==> src/rtl/ptw_pkg.sv <==
package ptw_pkg;
  parameter int unsigned WORD_W = 32;
  parameter int unsigned PERM_W = 12;
  parameter int unsigned DOM_W  = 4;
  parameter int unsigned DOM_LSB = 5;
  parameter int unsigned L1_SHIFT = 18;
  parameter int unsigned L2_IDX_SHIFT = 10;

  localparam logic [WORD_W-1:0] ALIGN_MASK    = {{(WORD_W-2){1'b1}}, 2'b00};
  localparam logic [WORD_W-1:0] L2_BASE_MASK  = 32'hFFFF_FC00;
  localparam logic [WORD_W-1:0] L2_IDX_MASK   = 32'h000F_F000;
  localparam logic [PERM_W-1:0] SEC_PERM_MASK = 12'hC0C;
  localparam logic [PERM_W-1:0] PG_PERM_MASK  = 12'hFFC;

  typedef enum logic [2:0] {
    KIND_NONE    = 3'd0,
    KIND_SECTION = 3'd1,
    KIND_LARGE   = 3'd2,
    KIND_SMALL   = 3'd3,
    KIND_XSMALL  = 3'd4
  } kind_e;

  typedef enum logic [1:0] {
    FLT_NONE = 2'd0,
    FLT_L1   = 2'd1,
    FLT_L2   = 2'd2,
    FLT_FINE = 2'd3
  } fcode_e;

  typedef struct packed {
    kind_e              kind;
    logic [WORD_W-1:0]  va;
    logic [WORD_W-1:0]  pa;
    logic [PERM_W-1:0]  perm;
    logic [DOM_W-1:0]   dom;
  } fill_t;

  function automatic logic [WORD_W-1:0] kind_mask(kind_e k);
    case (k)
      KIND_SECTION: return 32'hFFF0_0000;
      KIND_LARGE:   return 32'hFFFF_0000;
      KIND_SMALL,
      KIND_XSMALL:  return 32'hFFFF_F000;
      default:      return '0;
    endcase
  endfunction
endpackage

==> src/rtl/ptw_addr_gen.sv <==
module ptw_addr_gen
  import ptw_pkg::*;
(
  input  logic [WORD_W-1:0] ttb_i,
  input  logic [WORD_W-1:0] va_i,
  input  logic [WORD_W-1:0] l1_desc_i,
  output logic [WORD_W-1:0] l1_addr_o,
  output logic [WORD_W-1:0] l2_addr_o
);
  assign l1_addr_o = (ttb_i | (va_i >> L1_SHIFT)) & ALIGN_MASK;
  assign l2_addr_o = ((l1_desc_i & L2_BASE_MASK) |
                      ((va_i & L2_IDX_MASK) >> L2_IDX_SHIFT)) & ALIGN_MASK;
endmodule

==> src/rtl/ptw_decode.sv <==
module ptw_decode
  import ptw_pkg::*;
(
  input  logic              lvl2_i,
  input  logic [WORD_W-1:0] va_i,
  input  logic [WORD_W-1:0] l1_i,
  input  logic [WORD_W-1:0] l2_i,
  output fill_t             fill_o,
  output fcode_e            fcode_o,
  output logic              next_lvl_o
);
  kind_e             kind;
  logic [WORD_W-1:0] src;
  logic [WORD_W-1:0] mask;

  always_comb begin
    kind       = KIND_NONE;
    fcode_o    = FLT_NONE;
    next_lvl_o = 1'b0;
    if (!lvl2_i) begin
      case (l1_i[1:0])
        2'd0: fcode_o = FLT_L1;
        2'd1: next_lvl_o = 1'b1;
        2'd2: kind = KIND_SECTION;
        default: fcode_o = FLT_FINE;
      endcase
    end else begin
      case (l2_i[1:0])
        2'd0: fcode_o = FLT_L2;
        2'd1: kind = KIND_LARGE;
        2'd2: kind = KIND_SMALL;
        default: kind = KIND_XSMALL;
      endcase
    end
  end

  assign src  = lvl2_i ? l2_i : l1_i;
  assign mask = kind_mask(kind);

  always_comb begin
    fill_o.kind = kind;
    fill_o.va   = va_i & mask;
    fill_o.pa   = src & mask;
    fill_o.perm = lvl2_i ? (l2_i[PERM_W-1:0] & PG_PERM_MASK)
                         : (l1_i[PERM_W-1:0] & SEC_PERM_MASK);
    fill_o.dom  = l1_i[DOM_LSB +: DOM_W];
  end
endmodule

==> src/rtl/ptw_walker.sv <==
module ptw_walker
  import ptw_pkg::*;
(
  input  logic              clk_i,
  input  logic              rst_ni,
  input  logic              start_i,
  input  logic [WORD_W-1:0] va_i,
  input  logic [WORD_W-1:0] ttb_i,
  output logic              mem_req_o,
  output logic [WORD_W-1:0] mem_addr_o,
  input  logic              mem_ack_i,
  input  logic [WORD_W-1:0] mem_rdata_i,
  output logic              busy_o,
  output logic              done_o,
  output logic              fault_o,
  output logic [1:0]        fault_code_o,
  output logic [WORD_W-1:0] fault_va_o,
  output logic [2:0]        fill_kind_o,
  output logic [WORD_W-1:0] fill_va_o,
  output logic [WORD_W-1:0] fill_pa_o,
  output logic [PERM_W-1:0] fill_perm_o,
  output logic [DOM_W-1:0]  fill_domain_o
);
  typedef enum logic [2:0] {
    ST_IDLE, ST_L1_REQ, ST_L1_WAIT, ST_L2_REQ, ST_L2_WAIT, ST_DONE, ST_FAULT
  } state_e;

  state_e            state_q;
  logic [WORD_W-1:0] va_q, ttb_q, l1_q, fault_va_q;
  fill_t             fill_q;
  fcode_e            fcode_q;

  logic [WORD_W-1:0] l1_addr, l2_addr, dec_l1;
  fill_t             dec_fill;
  fcode_e            dec_fcode;
  logic              dec_next, lvl2;

  assign lvl2   = (state_q == ST_L2_WAIT);
  assign dec_l1 = lvl2 ? l1_q : mem_rdata_i;

  ptw_addr_gen u_addr (
    .ttb_i     (ttb_q),
    .va_i      (va_q),
    .l1_desc_i (l1_q),
    .l1_addr_o (l1_addr),
    .l2_addr_o (l2_addr)
  );

  ptw_decode u_dec (
    .lvl2_i     (lvl2),
    .va_i       (va_q),
    .l1_i       (dec_l1),
    .l2_i       (mem_rdata_i),
    .fill_o     (dec_fill),
    .fcode_o    (dec_fcode),
    .next_lvl_o (dec_next)
  );

  always_ff @(posedge clk_i or negedge rst_ni) begin
    if (!rst_ni) begin
      state_q    <= ST_IDLE;
      va_q       <= '0;
      ttb_q      <= '0;
      l1_q       <= '0;
      fault_va_q <= '0;
      fill_q     <= '0;
      fcode_q    <= FLT_NONE;
    end else begin
      case (state_q)
        ST_IDLE: if (start_i) begin
          va_q    <= va_i;
          ttb_q   <= ttb_i;
          state_q <= ST_L1_REQ;
        end
        ST_L1_REQ: state_q <= ST_L1_WAIT;
        ST_L1_WAIT: if (mem_ack_i) begin
          l1_q <= mem_rdata_i;
          if (dec_fcode != FLT_NONE) begin
            fcode_q    <= dec_fcode;
            fault_va_q <= va_q;
            state_q    <= ST_FAULT;
          end else if (dec_next) begin
            state_q <= ST_L2_REQ;
          end else begin
            fill_q  <= dec_fill;
            state_q <= ST_DONE;
          end
        end
        ST_L2_REQ: state_q <= ST_L2_WAIT;
        ST_L2_WAIT: if (mem_ack_i) begin
          if (dec_fcode != FLT_NONE) begin
            fcode_q    <= dec_fcode;
            fault_va_q <= va_q;
            state_q    <= ST_FAULT;
          end else begin
            fill_q  <= dec_fill;
            state_q <= ST_DONE;
          end
        end
        default: state_q <= ST_IDLE;
      endcase
    end
  end

  assign mem_req_o     = (state_q == ST_L1_REQ) || (state_q == ST_L2_REQ);
  assign mem_addr_o    = (state_q == ST_L2_REQ || state_q == ST_L2_WAIT) ? l2_addr : l1_addr;
  assign busy_o        = (state_q != ST_IDLE) && (state_q != ST_DONE) && (state_q != ST_FAULT);
  assign done_o        = (state_q == ST_DONE);
  assign fault_o       = (state_q == ST_FAULT);
  assign fault_code_o  = fcode_q;
  assign fault_va_o    = fault_va_q;
  assign fill_kind_o   = fill_q.kind;
  assign fill_va_o     = fill_q.va;
  assign fill_pa_o     = fill_q.pa;
  assign fill_perm_o   = fill_q.perm;
  assign fill_domain_o = fill_q.dom;

  AST_REQ_PULSE: assert property (@(posedge clk_i) disable iff (!rst_ni)
    mem_req_o |=> !mem_req_o);
  AST_ADDR_HOLD: assert property (@(posedge clk_i) disable iff (!rst_ni)
    ((state_q == ST_L1_WAIT || state_q == ST_L2_WAIT) && !mem_ack_i) |=> $stable(mem_addr_o));
  AST_SECTION_ALIGN: assert property (@(posedge clk_i) disable iff (!rst_ni)
    (done_o && fill_kind_o == KIND_SECTION) |-> (fill_pa_o[19:0] == '0));
  AST_FAULT_CODE: assert property (@(posedge clk_i) disable iff (!rst_ni)
    fault_o |-> (fault_code_o != FLT_NONE));
  AST_RESULT_EXCL: assert property (@(posedge clk_i) disable iff (!rst_ni)
    !(done_o && fault_o));
  AST_RESULT_PULSE: assert property (@(posedge clk_i) disable iff (!rst_ni)
    (done_o || fault_o) |=> !(done_o || fault_o));
  AST_RESULT_AFTER_ACK: assert property (@(posedge clk_i) disable iff (!rst_ni)
    (done_o || fault_o) |-> $past(mem_ack_i));
  AST_VA_KEPT: assert property (@(posedge clk_i) disable iff (!rst_ni)
    (busy_o && !$rose(busy_o)) |-> $stable(va_q));
endmodule

==> config.mk <==
export PLATFORM = sky130hd
export DESIGN_NAME = ptw_walker
export DESIGN_NICKNAME = d
export VERILOG_FILES = /design/src/rtl/ptw_pkg.sv /design/src/rtl/ptw_addr_gen.sv /design/src/rtl/ptw_decode.sv /design/src/rtl/ptw_walker.sv
export SDC_FILE = /design/constraint.sdc
export NUM_CORES = 1
export LEC_CHECK = 0
export ABC_AREA = 1
export ABC_CLOCK_PERIOD_IN_PS = 6930
export BUFFER_PORTS_ARGS = -buffer_cell sky130_fd_sc_hd__buf_2
export CORE_MARGIN = 1
export CORE_UTILIZATION = 45
export CTS_BUF_LIST = sky130_fd_sc_hd__clkbuf_2 sky130_fd_sc_hd__clkbuf_4 sky130_fd_sc_hd__clkbuf_8
export CTS_CLUSTER_SIZE = 40
export DETAILED_ROUTE_END_ITERATION = 10
export GPL_TIMING_DRIVEN = 0
export PLACE_DENSITY = 0.72
export SETUP_SLACK_MARGIN = 0.3
export SLEW_MARGIN = 20
export SYNTH_ARGS = -nofsm -noshare
export SYNTH_HDL_FRONTEND = slang
export SYNTH_SLANG_ARGS = --single-unit
==> constraint.sdc <==
create_clock -name clk_i -period 6.93 [get_ports clk_i]
set_clock_uncertainty 0.05 [all_clocks]
set_input_delay 0.693 -clock clk_i [delete_from_list [all_inputs] [get_ports clk_i]]
set_output_delay 0.693 -clock clk_i [all_outputs]
set_load 0.03 [all_outputs]
==> results.tsv <==
stage	metric	value	unit
status	outcome	finished clean	
power_and_ir_drop	LEAKAGE	5.586	nW
detailed_routing	Routed wire per std cell	15.48	um
floorplanning	I/O pins	253	
critical_path	arrival time worst endpoint	2.79	ns
power_and_ir_drop	P per Cell Area	519.3	mW/mm2
finish	Nets	1305	
logic_synthesis	main flop type after synthesis	dfrtp_1	
logic_synthesis	Seq/Total Area, Yosys	0.5660	
finish	synthesis-to-finish area growth	24.44	%
logic_synthesis	Adder-Cell Fraction of Synth Area	0.009228	
power_and_ir_drop	Final Power	5.257	mW
sta	final worst-path cycle share	0.5102	
clocking	Clk pin slew, worst setup/hold paths	0.10	ns
finish	commonest non-fill, non-tap cell in the layout	nand2_1	
grt	total grt overflow	0	
clocking	PostCTS Resize Cnt	0	
sta	fmax	282.8	MHz
floorplanning	die area	0.01862	mm2
critical_path	CP Cell Sequence	nand2_1 > o21ai_2 > inv_1 > clkbuf_1 > a31oi_1 > buf_2	
logic_synthesis	Synth Area in Compound Gates	0.1167	
placement	Final GP Congestion	0.8945	
finish	# diodes	0	
logic_synthesis	largest family of logic cells by synthesized area	simple AND/OR/NAND/NOR gates	
hold_path	worst hold path class	primary input to asynchronous set/reset pin	
critical_path	crit path buf inv count	3	
sta	final hold vios	0	
critical_path	critical setup path kind	register to output port	
critical_path	Levels on crit path	6	
logic_synthesis	simple-gate share of the synthesized area	0.1926	
sta	setup slack after layout	3.395	ns
detailed_routing	1st-iter DRT viols	405	
critical_path	r2r startpoint	state_q[1]$_DFFE_PN0P_	
logic_synthesis	Cell variety after synth	30	
sta	RSZ-0062 raised after global routing	no	
grt	global-route wire length before repair	34.71	mm
critical_path	Critical Path Start Type	register	
detailed_routing	DRT Wirelength	22.25	mm
critical_path	FF-to-FF End	fill_va_o[18]$_DFFE_PN0P_	
clocking	Sink Count	184	
critical_path	max incr delay on CP	0.49	ns
logic_synthesis	multiplexer area fraction after synthesis	0.01107	
floorplanning	core area	0.01748	mm2
grt	largest net degree at the start of global routing	100	
detailed_routing	First-pass DRT Iterations	5	
sta	Final setup violation count	0	
clocking	post-CTS setup buffer count	0	
power_and_ir_drop	Sw Share	0.4854	
placement	dpl hpwl	16.24	mm
critical_path	Crit-path slowest cell	dfrtp_1	
logic_synthesis	XOR/XNOR share of the synthesized area	0	
clocking	root buffer cell	clkbuf_8	
sta	Worst Tran Pin Value	0.6801	ns
grt	total track usage	0.2484	
power_and_ir_drop	Comb power frac	0.504	
floorplanning	Die W	136.5	um
logic_synthesis	cell count after synthesis	930	
placement	IO buf count	222	
clocking	CTS Buffer Depth	2	
finish	share of cells above drive strength 1	0.2913	
logic_synthesis	yosys warns	0	
sta	fin. max-slew vios	0	
grt	vias in the first global route	6576	
detailed_routing	# DRC	0	
power_and_ir_drop	Psw	2.552	mW
finish	Fillers	1659	
critical_path	required time worst endpoint	6.19	ns
grt	met2 usage	0.3903	
detailed_routing	via-per-instance ratio	4.869	
floorplanning	Die Height	136.5	um
sta	Tmin final	3.535	ns
logic_synthesis	Post-Syn Area	0.008135	mm2
logic_synthesis	#FFs+latches synth	184	
grt	Most Crowded Layer GR	met2	
critical_path	Worst path top cell family by delay	buffers and inverters	
clocking	clock tree from TritonCTS	built	
critical_path	CP max FO	10	
logic_synthesis	Post-synth EDFFs	0	
clocking	Post-CTS Hold Buffers	0	
grt	met3 usage in global routing	0.05779	
placement	Placement Setup Slack	3.926	ns
floorplanning	row cnt	48	
grt	antenna violations before repair	1	
logic_synthesis	asr flop ratio synth	1.000	
sta	setup TNS	0	ns
critical_path	R2R setup slack	4.24	ns
detailed_routing	Post-DRT Antenna Nets	0	
run	Max-Cap Viols	0	
finish	most frequent cells in the layout	299 x nand2_1, 234 x buf_2, 184 x dfrtp_1	
critical_path	Critical Path End Type	output port	
clocking	H-tree Lvls	4	
floorplanning	initial core utilization	0.4655	
power_and_ir_drop	Pint	2.705	mW
critical_path	R2R cell count	13	
clocking	clock latency on the worst-skew pair	0.46	ns
power_and_ir_drop	worst ir drop on vdd	0.3427	mV
grt	GR Layer Usage met1	0.3451	
clocking	CTS buffer count	17	
power_and_ir_drop	Sequential Power Share	0.338	
sta	hold slack	0.1399	ns
logic_synthesis	Mean Syn Cell Area	8.748	um2
power_and_ir_drop	clock power share	0.158	
detailed_routing	Vias	6997	
sta	Rel. slew slack	0.5466	
-- through the flow --
stage	cells	cell area [um2]	utilization
finish	1437	10120	0.5793
global route	1437	10120	0.5793
CTS	1437	10120	0.5793
detailed placement	1405	9667	0.5531
global placement	1404	9629	0.5510
floorplan	957	8237	-
-- logic make-up (layout without fill, tap and decap cells) --
| group | count (synthesis) | count (layout) |
|---|---|---|
| other | 1 | 28 |
| buffers and inverters | 172 | 427 |
| and+or+nand+nor | 382 | 382 |
| DFF | 184 | 184 |
| muxes | 8 | 8 |
| adders and majority gates | 6 | 6 |
| AOI/OAI and AO/OA | 177 | 177 |
-- worst register-to-register path: stages, from the launching register on --
cell,delay (ns)
dfrtp_1,0.47
nor2_4,0.21
nand2_4,0.12
o21ai_0,0.32
inv_1,0.08
ha_1,0.19
inv_1,0.06
nand2_1,0.07
nand2_1,0.15
nand2_1,0.11
nand3_4,0.17
nand2_1,0.32
nand3_1,0.20
nand2_1,0.06
-- final cells by class --
type | count | area (um2) | share of cell area
plain buffers | 73 | 474.2 | 0.04684
clock buffers | 18 | 247.7 | 0.02447
clock inverters | 14 | 209.0 | 0.02064
inverters | 99 | 371.6 | 0.03671
multi-input cells | 601 | 2786 | 0.2752
flip-flops and latches | 184 | 4604 | 0.4548
well taps | 225 | 281.5 | 0.02781
repair buffers | 223 | 1149 | 0.1135
-- state kept, by name, summed over array words and instances (netlist names) --
| register | count |
|---|---|
| va_q | 32 |
| fault_va_o | 32 |
| ttb_q | 30 |
| fill_va_o | 20 |
| state_q | 3 |
| fill_pa_o | 20 |
| fill_kind_o | 3 |
| l1_q | 28 |
| fault_code_o | 2 |
| fill_domain_o | 4 |
| fill_perm_o | 10 |
-- layer usage --
layer	share of wire	vias to the layer above
met5	0.00058	-
met4	0.014	2
met3	0.078	30
met2	0.46	268
met1	0.45	3316
li1	-	3381
-- how the worst max path moves through the flow --
stage | startpoint | endpoint | slack (ns)
global placement | rst_ni | fill_kind_o[0]$_DFFE_PN0P_ | 2.12
finish | state_q[1]$_DFFE_PN0P_ | mem_addr_o[13] | 3.39
floorplan | state_q[1]$_DFFE_PN0P_ | mem_addr_o[2] | 4.29
CTS | state_q[1]$_DFFE_PN0P_ | mem_addr_o[13] | 3.41
global route | state_q[1]$_DFFE_PN0P_ | mem_addr_o[13] | 3.27
detailed placement | state_q[1]$_DFFE_PN0P_ | mem_addr_o[13] | 3.93
-- Yosys cell counts, types with 3 or more instances --
cell      instances  share of area
o21ai_0         154          0.095
o21ai_2          14          0.015
clkbuf_1         20         0.0092
nand2_2          11         0.0085
nor2_1           42          0.019
buf_2            13         0.0080
nand4_1           3         0.0023
nand3_2           3         0.0037
inv_1            97          0.045
mux2_2            8          0.011
buf_4            31          0.029
nand3_1          14         0.0086
nand2_1         299           0.14
dfrtp_1         184           0.57
buf_6             9          0.012
a31oi_1           4         0.0031
ha_1              6         0.0092
-- power by group through the flow --
stage | clock network, mW | logic, mW | registers, mW
after floorplan | 0 | 1.39 | 2.19
after global placement | 0 | 2.61 | 1.79
after detailed placement | 0 | 2.65 | 1.80
after CTS | 0.845 | 2.67 | 1.78
after global routing | 0.891 | 2.89 | 1.83
final | 0.832 | 2.65 | 1.78
Power figures use the tool's default switching activity.
